[src/rtl/ct_pkg.sv]
// Package: shared constants and types for the dual compare timer.
// Assumes a 3-bit register address space and 64-bit counting.
package ct_pkg;
    localparam int TMR_PHYS = 0;
    localparam int TMR_VIRT = 1;
    localparam int NUM_TMR  = 2;

    localparam logic [2:0] A_PHYS_CTL = 3'd0;
    localparam logic [2:0] A_PHYS_CMP = 3'd1;
    localparam logic [2:0] A_VIRT_CTL = 3'd2;
    localparam logic [2:0] A_VIRT_CMP = 3'd3;
    localparam logic [2:0] A_VIRT_OFF = 3'd4;
    localparam logic [2:0] A_HYP_CTL  = 3'd5;

    localparam int CTL_EN_BIT    = 0;
    localparam int CTL_MASK_BIT  = 1;
    localparam int HYP_VMASK_BIT = 18;
    localparam int HYP_PMASK_BIT = 19;
    localparam logic [31:0] HYP_RESET = 32'd3;

    typedef enum logic [1:0] {
        SEC_SECURE = 2'd0,
        SEC_NONSEC = 2'd1,
        SEC_ROOT   = 2'd2,
        SEC_REALM  = 2'd3
    } sec_e;

    // True when the hypervisor override bits are honoured.
    function automatic logic override_active(input logic [1:0] s);
        return (s == SEC_ROOT) || (s == SEC_REALM);
    endfunction
endpackage

[src/rtl/ct_regfile.sv]
// Register file: decodes single-cycle writes into the timer control,
// compare, offset and hypervisor control registers.
// Assumes one write per cycle; status bits are not writable.
module ct_regfile
    import ct_pkg::*;
#(
    parameter int CNT_W  = 64,
    parameter int HCTL_W = 32,
    parameter int ADDR_W = 3
) (
    input  logic                          clk,
    input  logic                          rst_n,
    input  logic                          wr_en,
    input  logic [ADDR_W-1:0]             wr_addr,
    input  logic [CNT_W-1:0]              wr_data,
    output logic [NUM_TMR-1:0]            tmr_en,
    output logic [NUM_TMR-1:0]            tmr_mask,
    output logic [NUM_TMR-1:0][CNT_W-1:0] tmr_cmp,
    output logic [CNT_W-1:0]              virt_off,
    output logic [HCTL_W-1:0]             hyp_ctl
);
    localparam logic [HCTL_W-1:0] HCTL_RST = HCTL_W'(HYP_RESET);

    // Per-timer control and compare registers, repeated for each timer.
    for (genvar t = 0; t < NUM_TMR; t++) begin : g_tmr
        localparam logic [ADDR_W-1:0] A_CTL = (t == TMR_PHYS) ? A_PHYS_CTL : A_VIRT_CTL;
        localparam logic [ADDR_W-1:0] A_CMP = (t == TMR_PHYS) ? A_PHYS_CMP : A_VIRT_CMP;

        // Capture enable/mask and compare value on a matching write.
        always_ff @(posedge clk) begin
            if (!rst_n) begin
                tmr_en[t]   <= 1'b0;
                tmr_mask[t] <= 1'b0;
                tmr_cmp[t]  <= '0;
            end else if (wr_en) begin
                if (wr_addr == A_CTL) begin
                    tmr_en[t]   <= wr_data[CTL_EN_BIT];
                    tmr_mask[t] <= wr_data[CTL_MASK_BIT];
                end
                if (wr_addr == A_CMP) begin
                    tmr_cmp[t] <= wr_data;
                end
            end
        end
    end

    // Capture the virtual offset and hypervisor control register.
    always_ff @(posedge clk) begin
        if (!rst_n) begin
            virt_off <= '0;
            hyp_ctl  <= HCTL_RST;
        end else if (wr_en) begin
            if (wr_addr == A_VIRT_OFF) virt_off <= wr_data;
            if (wr_addr == A_HYP_CTL)  hyp_ctl  <= wr_data[HCTL_W-1:0];
        end
    end
endmodule

[src/rtl/ct_compare.sv]
// Compare unit for one timer: flags when (count - offset) >= compare,
// using modulo-2^CNT_W subtraction. Gives both the next flag value
// (for the interrupt gate) and the registered flag.
module ct_compare #(
    parameter int CNT_W = 64
) (
    input  logic             clk,
    input  logic             rst_n,
    input  logic [CNT_W-1:0] count,
    input  logic [CNT_W-1:0] offset,
    input  logic [CNT_W-1:0] cmp,
    input  logic             enable,
    output logic             flag_d,
    output logic             flag_q
);
    logic [CNT_W-1:0] rel_count;

    // Offset-adjusted count and unsigned comparison, gated by enable.
    always_comb begin
        rel_count = count - offset;
        flag_d    = enable && (rel_count >= cmp);
    end

    // Register the status flag.
    always_ff @(posedge clk) begin
        if (!rst_n) flag_q <= 1'b0;
        else        flag_q <= flag_d;
    end
endmodule

[src/rtl/ct_irq_gate.sv]
// Interrupt gate: combines each timer's next status flag with its own
// mask and the security-qualified hypervisor override, then registers
// the result. Every cycle re-evaluates all inputs.
module ct_irq_gate
    import ct_pkg::*;
(
    input  logic               clk,
    input  logic               rst_n,
    input  logic [1:0]         sec,
    input  logic [NUM_TMR-1:0] flag_d,
    input  logic [NUM_TMR-1:0] own_mask,
    input  logic [NUM_TMR-1:0] hyp_mask,
    output logic [NUM_TMR-1:0] irq_q
);
    logic              ovr_on;
    logic [NUM_TMR-1:0] irq_d;

    // Decide whether overrides apply and form each timer's next interrupt.
    always_comb begin
        ovr_on = override_active(sec);
        for (int t = 0; t < NUM_TMR; t++) begin
            irq_d[t] = flag_d[t] && !own_mask[t] && !(ovr_on && hyp_mask[t]);
        end
    end

    // Register the interrupt lines.
    always_ff @(posedge clk) begin
        if (!rst_n) irq_q <= '0;
        else        irq_q <= irq_d;
    end
endmodule

[src/rtl/cmp_timer_pair.sv]
// Top: physical and virtual compare timers sharing an external count,
// with a hypervisor override mask qualified by security state.
// Assumes sys_count is synchronous to clk.
module cmp_timer_pair
    import ct_pkg::*;
#(
    parameter int CNT_W  = 64,
    parameter int HCTL_W = 32,
    parameter int ADDR_W = 3
) (
    input  logic              clk,
    input  logic              rst_n,
    input  logic [CNT_W-1:0]  sys_count,
    input  logic [1:0]        sec_state,
    input  logic              wr_en,
    input  logic [ADDR_W-1:0] wr_addr,
    input  logic [CNT_W-1:0]  wr_data,
    output logic              irq_phys,
    output logic              irq_virt,
    output logic              stat_phys,
    output logic              stat_virt
);
    logic [NUM_TMR-1:0]            tmr_en;
    logic [NUM_TMR-1:0]            tmr_mask;
    logic [NUM_TMR-1:0][CNT_W-1:0] tmr_cmp;
    logic [CNT_W-1:0]              virt_off;
    logic [HCTL_W-1:0]             hyp_ctl;
    logic [NUM_TMR-1:0]            flag_d;
    logic [NUM_TMR-1:0]            flag_q;
    logic [NUM_TMR-1:0]            hyp_mask;
    logic [NUM_TMR-1:0]            irq_q;

    ct_regfile #(.CNT_W(CNT_W), .HCTL_W(HCTL_W), .ADDR_W(ADDR_W)) u_regs (
        .clk      (clk),
        .rst_n    (rst_n),
        .wr_en    (wr_en),
        .wr_addr  (wr_addr),
        .wr_data  (wr_data),
        .tmr_en   (tmr_en),
        .tmr_mask (tmr_mask),
        .tmr_cmp  (tmr_cmp),
        .virt_off (virt_off),
        .hyp_ctl  (hyp_ctl)
    );

    // One compare unit per timer; only the virtual one sees the offset.
    for (genvar t = 0; t < NUM_TMR; t++) begin : g_cmp
        logic [CNT_W-1:0] off_sel;
        assign off_sel = (t == TMR_VIRT) ? virt_off : '0;

        ct_compare #(.CNT_W(CNT_W)) u_cmp (
            .clk    (clk),
            .rst_n  (rst_n),
            .count  (sys_count),
            .offset (off_sel),
            .cmp    (tmr_cmp[t]),
            .enable (tmr_en[t]),
            .flag_d (flag_d[t]),
            .flag_q (flag_q[t])
        );
    end

    // Route the hypervisor override bits to their timers.
    always_comb begin
        hyp_mask[TMR_PHYS] = hyp_ctl[HYP_PMASK_BIT];
        hyp_mask[TMR_VIRT] = hyp_ctl[HYP_VMASK_BIT];
    end

    ct_irq_gate u_gate (
        .clk      (clk),
        .rst_n    (rst_n),
        .sec      (sec_state),
        .flag_d   (flag_d),
        .own_mask (tmr_mask),
        .hyp_mask (hyp_mask),
        .irq_q    (irq_q)
    );

    assign irq_phys  = irq_q[TMR_PHYS];
    assign irq_virt  = irq_q[TMR_VIRT];
    assign stat_phys = flag_q[TMR_PHYS];
    assign stat_virt = flag_q[TMR_VIRT];
endmodule

[config.mk]
export PLATFORM = sky130hd
export DESIGN_NAME = cmp_timer_pair
export DESIGN_NICKNAME = d
export VERILOG_FILES = /design/src/rtl/ct_pkg.sv /design/src/rtl/ct_regfile.sv /design/src/rtl/ct_compare.sv /design/src/rtl/ct_irq_gate.sv /design/src/rtl/cmp_timer_pair.sv
export SDC_FILE = /design/constraint.sdc
export NUM_CORES = 1
export LEC_CHECK = 0
export CELL_PAD_IN_SITES_DETAIL_PLACEMENT = 2
export CELL_PAD_IN_SITES_GLOBAL_PLACEMENT = 2
export CORE_MARGIN = 4
export CORE_UTILIZATION = 37
export DETAILED_ROUTE_END_ITERATION = 16
export GPL_TIMING_DRIVEN = 0
export PLACE_DENSITY = 0.84
export SYNTH_ARGS = -nofsm -noshare
export SYNTH_HDL_FRONTEND = slang
export SYNTH_SLANG_ARGS = --single-unit
[constraint.sdc]
create_clock -name clk -period 15.2 [get_ports clk]
set_input_delay 3.8 -clock clk [delete_from_list [all_inputs] [get_ports clk]]
set_output_delay 3.8 -clock clk [all_outputs]
set_load 0.005 [all_outputs]
---- Yosys cells after proc, flatten, opt, wreduce, memory -nomap -nowiden ----
Index checks and enable logic that the tools add are counted.
storage, ports and cells
  register bits ........................... 220
  input bits .............................. 136
  output and inout bits ................... 4
  word-level logic and storage cells ...... 41
operators by class
  $add $sub $neg .......................... 1
  magnitude comparators ................... 2
  equality and inequality tests ........... 7
  reductions and logical operators ........ 20
operators with widths
  cell                                            number
  greater-or-equal comparator 64 bit              2
  subtractor 64 bit                               1
  AND reduction 2 bit                             6
  logical AND 1 bit                               8
  == test 3 x 2 -> 1 bit (second input constant)  2
  == test 3 bit (second input constant)           2
  == test 2 bit (second input constant)           2
  zero test 1 bit                                 4
  == test 3 x 1 -> 1 bit (second input constant)  1
  zero test 3 bit                                 1
  logical OR 1 bit                                1

---- Logic depth before layout (Yosys ltp) ----
Gate-level depths: netlist (run 1).
  depth after elaboration ................. 5
  depth in mapped cells ................... 25
  mapped depth without buffers ............ 25

---- By module ----
From an unflattened synthesis (run 1), not the netlist that was laid out.
unflattened totals
  cell total of the unflattened synthesis .. 2488
  area, all modules ....................... 19702.6 um^2
by module, submodules not included
  module                        times used  cells each  area an instance (um^2)  sequential area each (um^2)
  ct_regfile                    1           814         8368.0                   4564.4
  ct_compare at g_cmp[1].u_cmp  1           852         5677.9                   20.0
  ct_compare at g_cmp[0].u_cmp  1           815         5590.4                   20.0
  ct_irq_gate                   1           6           62.6                     40.0
  cmp_timer_pair                1           1           3.8                      0.0

---- Worst setup path before layout (run 1) ----
No wires, ideal clock.
  path type ............................... input port to flip-flop
  start point ............................. in sys_count[0]
  end point ............................... reg u_gate.irq_q[1]
  library setup time ...................... 115 ps
  arrival ................................. 8452 ps
  required time ........................... 15085 ps
  path slack .............................. 6633 ps
  cell stages on the path ................. 25
  buffers on the path ..................... 0
  path through ............................ inv_1 > ha_1 > inv_1 > fa_1 > a21o_1 > a221oi_2 > nor3_1 > o41a_1 > a211oi_2 > a21oi_2 > a41o_4 > a31o_2 > a31oi_2 > xnor2_1 > ha_1 > a21o_1 > a21o_1 > a21o_1 > a21o_1 > a21o_1 > a21o_1 > a221o_1 > a32oi_1 > o21ai_1 > and2_1
between the ends
  longest elaborated chain between the ends .. 5
ends and longest elaborated chain
  item                                RTL line              source
  from (decl)                         cmp_timer_pair.sv:13  input logic [CNT_W-1:0] sys_count,
  subtractor 64 bit                   ct_compare.sv:20      rel_count = count - offset;
  greater-or-equal comparator 64 bit  ct_compare.sv:21      flag_d = enable && (rel_count >= cmp);
  logical AND 1 bit                   ct_compare.sv:21
  logical AND 1 bit (2 in a row)      ct_irq_gate.sv:22     irq_d[t] = flag_d[t] && !own_mask[t] && !(ovr_on && hyp_mask[t]);
  to (signal assigned)                ct_irq_gate.sv:29     else irq_q <= irq_d;
  to (decl)                           ct_irq_gate.sv:13     output logic [NUM_TMR-1:0] irq_q
Every way passes these cells.
A chain may end at the register's enable or synchronous reset.

---- Worst setup path after layout (run 1) ----
Ends and elaborated chain as after synthesis.

==> flow_metrics.py, run 1 <==
metrics = {
    "clocking": {
        "postCtsSetupBuffers": 0,
        "hold_buffers": 0,
        "cts_resized": 0,
        "numClockSinks": 202,
        "root_buffer": "clkbuf_16",
        "clk_latency_ns": 0.56,
        "cts_buffers": 27,
        "cts_tree": "built",
        "htreeDepth": 1,
        "cts_buffer_depth": 3,
        "clk_pin_slew_ns": 0.06,
    },
    "setup_path": {
        "startpoint_type": "input port",
        "worstSetupPathType": "in -> reg",
        "critPathMaxFanout": 5,
        "r2r_slack_ns": 9.29,
        "rr_worst_depth": 23,
        "required_ns": 15.65,
        "end_kind": "register",
        "arrival_ns": 9.79,
        "worstReg2RegEnd": "u_gate.irq_q[1]",
        "rr_startpoint": "u_regs.virt_off[0]",
    },
    "timing": {
        "finalCritPeriodShare": 0.615,
        "timing.fmax_mhz": 107,
        "worst_slew_pin_slew_ns": 1.44,
        "min_period_ns": 9.34,
        "setup_viol": 0,
        "hold_viol": 0,
        "setup-tns-final_ns": 0,
        "slew_violations": 0,
        "whs_ns": 0.467,
        "clock_skew_ns": 0.0199,
        "rsz0062_at_grt": "no",
        "max_slew_margin": 0.0346,
    },
    "synth": {
        "synth_area_um2": 14300,
        "synth-edff-count": 0,
        "synth-seq-cells": 202,
        "avgSynthCellArea_um2": 7.63,
        "synth_ff_type": "dfxtp_1",
        "yosysSeqAreaShare": 0.283,
        "synth_warnings": 0,
        "synth_area_leaders": "dfxtp_1 28%, ha_1 17%, nand2_1 12%",
        "synthCells": 1873,
        "netlist.area_leader.share": 0.283,
        "yosysTopAreaCell": "dfxtp_1",
        "async_reset_ff_frac": 0,
        "syn-num-nets": 2201,
        "synthDistinctLibCells": 59,
    },
    "power": {
        "leakagePower_nw": 6.19,
        "irDropWorstVdd_mv": 0.0798,
        "p_per_area_nw_per_um2": 87.8,
    },
    "min_path": {
        "hold_class": "reg -> reg",
        "min_to": "u_regs.tmr_cmp[25]",
        "hold_depth": 2,
        "worstHoldStart": "u_regs.tmr_cmp[25]",
    },
    "die": {
        "dieArea_um2": 41800,
        "num_rows": 71,
        "die_width_um": 205,
        "initial_core_util": 0.378,
        "coreArea_um2": 37800,
        "pin_count": 140,
        "die_h_um": 205,
    },
    "detailed_routing": {
        "post_drt_wl_per_cell_um": 20.8,
        "vias": 13752,
        "drt_iter0_drc": 523,
        "wirelength_um": 53600,
        "antenna_left": 0,
        "drt_first_pass_iters": 4,
        "drc": 0,
        "detail_route.vias_per_cell": 5.35,
    },
    "global_route": {
        "grt_use_met3": 0.0325,
        "grt_usage": 0.253,
        "antenna_found_initial": 1,
        "grt-ovfl-total": 0,
        "grt_max_degree": 14,
        "grt.busiest_layer": "met2",
        "grt_first_pass_wirelength_um": 84600,
        "grtUsageMet2": 0.480,
        "grt_pass1_vias": 15660,
        "grt_util_met1": 0.290,
    },
    "final_layout": {
        "syn2layout_area_growth_pct": 20.0,
        "final_cell_mix": "438 x nand2_1, 209 x inv_1, 202 x dfxtp_1",
        "final_common_cell": "nand2_1",
        "nets": 2368,
        "drive_above_1_share": 0.0287,
        "fill_cells": 4474,
    },
    "job": {
        "maxCapViolCount": 0,
    },
    "place": {
        "port-buffer-count": 138,
        "finalWeightedCongestion": 0.887,
        "dp_hpwl_um": 42400,
    },
    "outcome": {
        "status": "finished, final reports clean",
    },
}
==> cell type report <==
class | count | area, µm² | area share
diodes | 2 | 5.00 | 0.000292
repair buffers | 138 | 1380 | 0.0805
clock inverters | 9 | 57.6 | 0.00336
inverters | 209 | 785 | 0.0457
multi-input cells | 1385 | 9170 | 0.535
clock buffers | 39 | 781 | 0.0455
plain buffers | 77 | 289 | 0.0169
flip-flops and latches | 202 | 4040 | 0.236
well taps | 511 | 639 | 0.0373
==> cells in the mapped netlist (3+ instances only) <==
master     count
o21a_1        10
xor2_1        24
nand2b_1      14
and2_1         5
dfxtp_1      202
o21ai_0       44
o31a_1         5
clkbuf_1      77
inv_1        209
nor2b_1       19
o31ai_1        9
nor2_1        49
o21ai_1        9
ha_1         191
nor4_1         3
xnor2_1       38
or3_1          3
nor3_1        13
a21boi_0     192
and3_1         6
or2_2          3
a21o_1        82
a31o_2         4
nand2_1      438
nand4_1       38
o21bai_1      11
mux2i_1        7
a21oi_1       99
nand3_1       14
a211oi_1       6
a221oi_1       3
a2111oi_0      3
o211ai_1       3
a31oi_1        9
==> metrics by stage <==
stage	utilization	setup slack (ns)	power [mW]	instance area, µm²	std cells
floorplan	-	6.63	0.768	14300	1873
global placement	0.431	5.37	0.886	16300	2522
detailed placement	0.431	5.29	0.905	16300	2522
finish	0.453	5.86	1.51	17200	2572
CTS	0.453	5.86	1.53	17100	2570
global route	0.453	5.57	1.59	17200	2571
==> per-layer routing <==
metal,up-vias,part of all wire,wire (µm)
met4,0,0.036,1950
met1,6790,0.42,22600
met5,-,0,0
met2,191,0.52,27700
met3,98,0.024,1260
li1,6673,-,-
==> worst max-delay path, cell delays in order <==
cell	delay, ns
clkdlybuf4s50_1	0.40
inv_1	0.12
ha_1	0.20
inv_1	0.06
fa_1	0.42
a21o_1	0.21
a221oi_2	0.39
nor3_1	0.14
o41a_1	0.49
a211oi_2	0.35
a21oi_2	0.19
a41o_4	0.33
a41oi_2	0.29
o31ai_1	0.17
xor2_1	0.16
ha_1	0.32
a21o_1	0.17
a21o_1	0.17
a21o_1	0.17
a21o_1	0.17
a21o_1	0.18
a221o_1	0.35
a32oi_1	0.19
o21ai_1	0.16
and2_1	0.18
==> worst max-delay path by stage <==
stage / start / end / depth (start not counted) / slack, ns
floorplan: sys_count[0] / u_gate.irq_q[1] / 25 / 6.63
global placement: sys_count[0] / u_gate.irq_q[1] / 25 / 5.37
detailed placement: sys_count[0] / u_gate.irq_q[1] / 25 / 5.29
CTS: sys_count[0] / u_gate.irq_q[1] / 25 / 5.86
global route: sys_count[0] / u_gate.irq_q[1] / 25 / 5.57
finish: sys_count[0] / u_gate.irq_q[1] / 25 / 5.86
==> cell families after synthesis <==
family	synth area share
DFF	0.283
AOI/OAI and AO/OA	0.251
adders and majority gates	0.169
and+or+nand+nor	0.179
muxes	0.00490
buffers and inverters	0.0751
xor gates and xnor gates	0.0380
==> registers in the layout (all words and copies together) (netlist names) <==
register            count
u_gate.irq_q            2
u_regs.tmr_mask         2
g_cmp.u_cmp.flag_q      2
u_regs.hyp_ctl          2
u_regs.virt_off        64
u_regs.tmr_en           2
u_regs.tmr_cmp        128
==> where the power goes <==
| part | total, mW | internal, mW | switching [mW] |
|---|---|---|---|
| Clock | 0.609 | 0.355 | 0.254 |
| Combinational | 0.351 | 0.153 | 0.197 |
| Sequential | 0.547 | 0.541 | 0.00607 |
| Total | 1.51 | 1.05 | 0.457 |
(Power assumes the default switching activity.)
==> run 2: changes to the inputs <==
--- a/config.mk
+++ b/config.mk
@@ -8,10 +8,10 @@
 export CELL_PAD_IN_SITES_DETAIL_PLACEMENT = 2
 export CELL_PAD_IN_SITES_GLOBAL_PLACEMENT = 2
 export CORE_MARGIN = 4
-export CORE_UTILIZATION = 37
+export CORE_UTILIZATION = 31
 export DETAILED_ROUTE_END_ITERATION = 16
 export GPL_TIMING_DRIVEN = 0
-export PLACE_DENSITY = 0.84
+export PLACE_DENSITY = 0.75
 export SYNTH_ARGS = -nofsm -noshare
 export SYNTH_HDL_FRONTEND = slang
 export SYNTH_SLANG_ARGS = --single-unit
==> constraint.sdc (replaced) <==
create_clock -name clk -period 8.1 [get_ports clk]
set_input_delay 2.025 -clock clk [delete_from_list [all_inputs] [get_ports clk]]
set_output_delay 2.025 -clock clk [all_outputs]
set_load 0.005 [all_outputs]
==> run 2 against run 1 <==
Utilization down 7.3 points; combinational power up 86%; first-iteration DRC count down 25%; setup slack worse by 5.4 ns; total power up 88%; sequential power up 88%; wire length down 2.0%; flip-flop and latch count unchanged; critical endpoint unchanged.
==> flow_metrics.py, run 2 (synthesized netlist as in run 1, its figures left out) <==
metrics = {
    "outcome": {
        "status": "finished, final reports clean",
    },
    "final_layout": {
        "drive_above_1_share": 0.0296,
        "seqCellArea_um2": 4040,
        "final_common_cell": "nand2_1",
        "largest_reg_flops": 128,
        "final_cell_mix": "438 x nand2_1, 209 x inv_1, 202 x dfxtp_1",
        "layout.cells.non_filler": 2658,
        "regMostFlops": "u_regs.tmr_cmp",
        "multiInputGateArea_um2": 9180,
        "largestRegisters": "u_regs.tmr_cmp: 128 flops, u_regs.virt_off: 64 flops",
        "insertedDiodeCount": 0,
        "nets": 2368,
        "fill_cells": 5370,
        "syn2layout_area_growth_pct": 20.9,
    },
    "clocking": {
        "hold_buffers": 0,
        "clk_latency_ns": 0.56,
        "cts_tree": "built",
        "clk_pin_slew_ns": 0.05,
        "numClockSinks": 202,
        "postCtsSetupBuffers": 0,
        "cts_buffers": 27,
        "cts_resized": 0,
        "root_buffer": "clkbuf_16",
        "cts_buffer_depth": 3,
        "htreeDepth": 1,
    },
    "timing": {
        "finalCritPeriodShare": 0.938,
        "whs_ns": 0.466,
        "setup-tns-final_ns": 0,
        "min_period_ns": 7.60,
        "slew_violations": 0,
        "worst_slew_pin_slew_ns": 1.09,
        "setup_viol": 0,
        "max_slew_margin": 0.272,
        "clock_skew_ns": 0.0110,
        "timing.fmax_mhz": 132,
        "hold_viol": 0,
        "rsz0062_at_grt": "no",
    },
    "global_route": {
        "grt-ovfl-total": 0,
        "grt_first_pass_wirelength_um": 83600,
        "grt_max_degree": 14,
        "grt_usage": 0.208,
        "grt_pass1_vias": 15170,
        "antenna_found_initial": 0,
    },
    "detailed_routing": {
        "drt_iter0_drc": 394,
        "drc": 0,
        "antenna_left": 0,
        "drt_first_pass_iters": 4,
        "vias": 13517,
        "wirelength_um": 52500,
        "post_drt_wl_per_cell_um": 19.7,
        "detail_route.vias_per_cell": 5.09,
    },
    "die": {
        "initial_core_util": 0.314,
        "num_rows": 78,
        "coreArea_um2": 45500,
        "pin_count": 140,
        "dieArea_um2": 49600,
        "die_h_um": 223,
        "die_width_um": 223,
    },
    "setup_path": {
        "end_kind": "register",
        "startpoint_type": "input port",
        "critPathMaxFanout": 5,
        "r2r_slack_ns": 2.21,
        "required_ns": 8.54,
        "rr_worst_depth": 23,
        "worstReg2RegEnd": "u_gate.irq_q[1]",
        "endpoint": "u_gate.irq_q[1]",
        "critPathLaunch": "sys_count[0]",
        "arrival_ns": 8.04,
        "worstSetupPathType": "in -> reg",
        "rr_startpoint": "u_regs.virt_off[0]",
    },
    "power": {
        "p_per_area_nw_per_um2": 164,
        "leakagePower_nw": 6.19,
        "irDropWorstVdd_mv": 0.110,
    },
    "place": {
        "dp_hpwl_um": 42500,
        "finalWeightedCongestion": 0.856,
        "port-buffer-count": 138,
        "dp.cells": 2611,
    },
    "min_path": {
        "hold_class": "reg -> reg",
    },
    "job": {
        "maxCapViolCount": 0,
    },
}
run 2: changes by cell type in the layout (fill, tap and decap cells not counted), sizes merged:
cell      change
inv           +1
clkinvlp      +1
clkinv        -4
diode         -2
clkbuf        +1
run 2: through the flow:
| step | area [µm²] | util | setup slack [ns] | power [mW] |
|---|---|---|---|---|
| final | 17300 | 0.380 | 0.504 | 2.84 |
| after CTS | 17300 | 0.380 | 0.536 | 2.88 |
| after global routing | 17300 | 0.380 | 0.194 | 2.99 |
| after global placement | 16400 | 0.361 | 0.0380 | 1.67 |
| after detailed placement | 16400 | 0.361 | -0.0182 | 1.70 |
| after floorplan | 14300 | - | 1.31 | 1.44 |
run 2: cell type report:
type	instances	share of cell area
Buffer	77	0.0167
Sequential cell	202	0.234
Tap cell	600	0.0434
Inverter	209	0.0454
Multi-Input combinational cell	1385	0.531
Clock inverter	7	0.00290
Timing Repair Buffer	138	0.0799
Clock buffer	40	0.0466
run 2: worst min path at each step:
stage / from / endpoint / slack, ns / depth (start not counted)
3_5_place_dp: u_regs.tmr_cmp[76] / u_regs.tmr_cmp[76] / 0.46 / 2
5_1_grt: u_regs.tmr_cmp[58] / u_regs.tmr_cmp[58] / 0.49 / 2
2_1_floorplan: u_regs.tmr_cmp[5] / u_regs.tmr_cmp[5] / 0.44 / 2
4_1_cts: u_regs.tmr_cmp[75] / u_regs.tmr_cmp[75] / 0.47 / 2
3_3_place_gp: u_regs.virt_off[14] / u_regs.virt_off[14] / 0.45 / 2
6_report: u_regs.virt_off[50] / u_regs.virt_off[50] / 0.47 / 2
run 2: report_power, final:
| group | switching, mW | internal, mW |
|---|---|---|
| Combinational | 0.365 | 0.288 |
| Sequential | 0.0109 | 1.01 |
| Clock | 0.477 | 0.682 |
| Total | 0.853 | 1.98 |
run 2: worst max-delay path, stage by stage:
cell and delay, ns:
clkdlybuf4s50_1 0.40, inv_1 0.14, ha_1 0.18, inv_1 0.06, fa_1 0.41, a21o_1 0.21, a221oi_2 0.42, nor3_1 0.14
o41a_1 0.49, a211oi_2 0.37, a21oi_2 0.19, a41o_4 0.33, a41oi_2 0.31, o31ai_1 0.17, xor2_1 0.16, ha_1 0.32
a21o_1 0.17, a21o_1 0.17, a21o_1 0.18, a21o_1 0.17, a21o_1 0.19, a221o_1 0.34, a32oi_1 0.18, o21ai_1 0.15
and2_1 0.17
run 2: metal layers:
metal	routed length, µm	up-vias	GRT usage
met2	27000	147	0.393
met3	1210	58	0.0217
met4	1280	0	0.0469
met1	23000	6662	0.254
met5	0	-	0
li1	-	6650	-
==> run 3: changes to the inputs <==
--- a/config.mk
+++ b/config.mk
@@ -8,10 +8,11 @@
 export CELL_PAD_IN_SITES_DETAIL_PLACEMENT = 2
 export CELL_PAD_IN_SITES_GLOBAL_PLACEMENT = 2
 export CORE_MARGIN = 4
-export CORE_UTILIZATION = 31
+export CORE_UTILIZATION = 33
 export DETAILED_ROUTE_END_ITERATION = 16
 export GPL_TIMING_DRIVEN = 0
 export PLACE_DENSITY = 0.75
 export SYNTH_ARGS = -nofsm -noshare
 export SYNTH_HDL_FRONTEND = slang
+export SYNTH_HIERARCHICAL = 1
 export SYNTH_SLANG_ARGS = --single-unit
==> run 3 against run 2 <==
Combinational power grew 87%; first-iteration DRC count grew 83%; global-route usage grew 2.1 points; critical path depth shrank 5; synthesized cell count grew 28%; wire length grew 35%; utilization grew 1.8 points; design area grew 28%; via count grew 30%; final cell count grew 27%; critical endpoint is now u_gate/irq_q[0].
==> flow_metrics.py, run 3 <==
metrics = {
    "final_layout": {
        "final_common_cell": "nand2_1",
        "largest_reg_flops": 128,
        "insertedDiodeCount": 0,
        "drive_above_1_share": 0.0444,
        "nets": 3011,
        "syn2layout_area_growth_pct": 18.5,
        "regMostFlops": "u_regs/tmr_cmp",
        "largestRegisters": "u_regs/tmr_cmp: 128 flops, u_regs/virt_off: 64 flops",
        "final_cell_mix": "378 x nand2_1, 283 x inv_1, 254 x ha_1",
    },
    "power": {
        "leakagePower_nw": 9.37,
        "p_per_area_nw_per_um2": 157,
        "irDropWorstVdd_mv": 0.141,
        "power_mw": 3.47,
    },
    "timing": {
        "timing.fmax_mhz": 131,
        "clock_skew_ns": 0.00848,
        "min_period_ns": 7.66,
        "rsz0062_at_grt": "no",
        "setup_viol": 0,
        "whs_ns": 0.425,
        "hold_viol": 0,
        "setup_slack_ns": 0.438,
        "finalCritPeriodShare": 0.946,
        "setup-tns-final_ns": 0,
        "max_slew_margin": 0.341,
        "slew_violations": 0,
        "worst_slew_pin_slew_ns": 0.979,
    },
    "clocking": {
        "clk_latency_ns": 0.55,
        "cts_tree": "built",
        "cts_buffer_depth": 3,
        "postCtsSetupBuffers": 0,
        "root_buffer": "clkbuf_16",
        "hold_buffers": 0,
        "clk_pin_slew_ns": 0.06,
        "cts_buffers": 24,
        "htreeDepth": 1,
        "numClockSinks": 202,
    },
    "synth": {
        "synth_warnings": 6,
        "avgSynthCellArea_um2": 7.80,
        "synth_area_um2": 18600,
        "synthCells": 2392,
    },
    "setup_path": {
        "critPathMaxFanout": 5,
        "arrival_ns": 8.10,
        "critPathBufInv": 1,
        "crit_family": "compound AO/OA/AOI/OAI gates",
        "slowest_delay_ns": 0.66,
        "startpoint_type": "input port",
        "end_kind": "register",
        "worstSetupPathType": "in -> reg",
        "crit_chain": "clkdlybuf4s50_1, ha_1, nand3_1, and3b_1, a211oi_1, or2_2, a41o_1, a31oi_2, o41ai_1, o221a_2, a311oi_1, xnor2_1, ha_1, nand4_1, nor2_1, nand2_1, a211oi_2, a22o_1, nand2_1, a211oi_1",
        "slowest_stage": "o41ai_1",
        "required_ns": 8.54,
    },
    "detailed_routing": {
        "drt_iter0_drc": 720,
        "vias": 17631,
        "drc": 0,
        "drt_first_pass_iters": 5,
        "detail_route.vias_per_cell": 5.21,
        "wirelength_um": 70600,
        "post_drt_wl_per_cell_um": 20.9,
        "antenna_left": 0,
    },
    "global_route": {
        "grt_max_degree": 14,
        "grt-ovfl-total": 0,
        "grt_first_pass_wirelength_um": 110000,
        "grt_pass1_vias": 19629,
        "grt_usage": 0.230,
        "antenna_found_initial": 1,
    },
    "job": {
        "maxCapViolCount": 0,
    },
    "die": {
        "num_rows": 86,
        "die_h_um": 246,
        "die_width_um": 246,
        "coreArea_um2": 55500,
        "pin_count": 140,
        "dieArea_um2": 60400,
        "initial_core_util": 0.336,
    },
    "place": {
        "port-buffer-count": 138,
        "finalWeightedCongestion": 0.883,
        "pre_cts_ws_ns": -0.625,
        "dp_hpwl_um": 58700,
    },
    "min_path": {
        "hold_class": "reg -> reg",
    },
    "outcome": {
        "status": "finished, final reports clean",
    },
}
-- run 3: cell type report --
type	instances	area (µm²)
buffer	107	529
sequential	202	4040
fill	6546	33400
multi-input combinational	1863	13300
tap	748	936
inverter	283	1060
timing repair buffer	138	1380
clock buffer	32	681
clock inverter	12	205
-- run 3: path summary, 6_finish.rpt --
kind | start | endpoint | slack (ns) | cells past startpoint
setup / recovery | sys_count[4] | u_gate/irq_q[0] | 0.44 | 20
hold / removal | u_regs/tmr_mask[1] | u_gate/irq_q[1] | 0.42 | 1
setup reg to reg | u_regs/virt_off[1] | u_gate/irq_q[1] | 2.65 | 19
hold reg to reg | u_regs/tmr_mask[1] | u_gate/irq_q[1] | 0.42 | 1
-- run 3: through the flow --
| step | cells | instance area, µm² | utilization |
|---|---|---|---|
| final | 3385 | 22100 | 0.398 |
| after global routing | 3385 | 22100 | 0.398 |
| after CTS | 3385 | 22100 | 0.398 |
| after detailed placement | 3341 | 21200 | 0.382 |
| after global placement | 3341 | 21200 | 0.382 |
| after floorplan | 2455 | 18900 | - |
-- run 3: report_power, final --
part	internal [mW]	switching, mW	total, mW	leakage [nW]
sequential	1.02	0.0123	1.03	1.63
clock	0.752	0.476	1.23	0.429
combinational	0.502	0.717	1.22	7.31
total	2.27	1.21	3.47	9.37
-- run 3: repair_timing --
| item | in CTS | in global routing |
|---|---|---|
| resized for setup | 1 | 2 |
| endpoints found under the setup margin | 1 | 2 |
| endpoints found under the hold margin | 0 | 0 |
-- run 3: layer usage --
| layer | vias up | track usage | wire length [µm] | part of all wire |
|---|---|---|---|---|
| li1 | 8677 | - | - | - |
| met1 | 8622 | 0.286 | 31300 | 0.44 |
| met2 | 231 | 0.416 | 34900 | 0.49 |
| met3 | 101 | 0.0239 | 1900 | 0.027 |
| met4 | 0 | 0.0712 | 2500 | 0.035 |
| met5 | - | 0 | 0 | 0 |
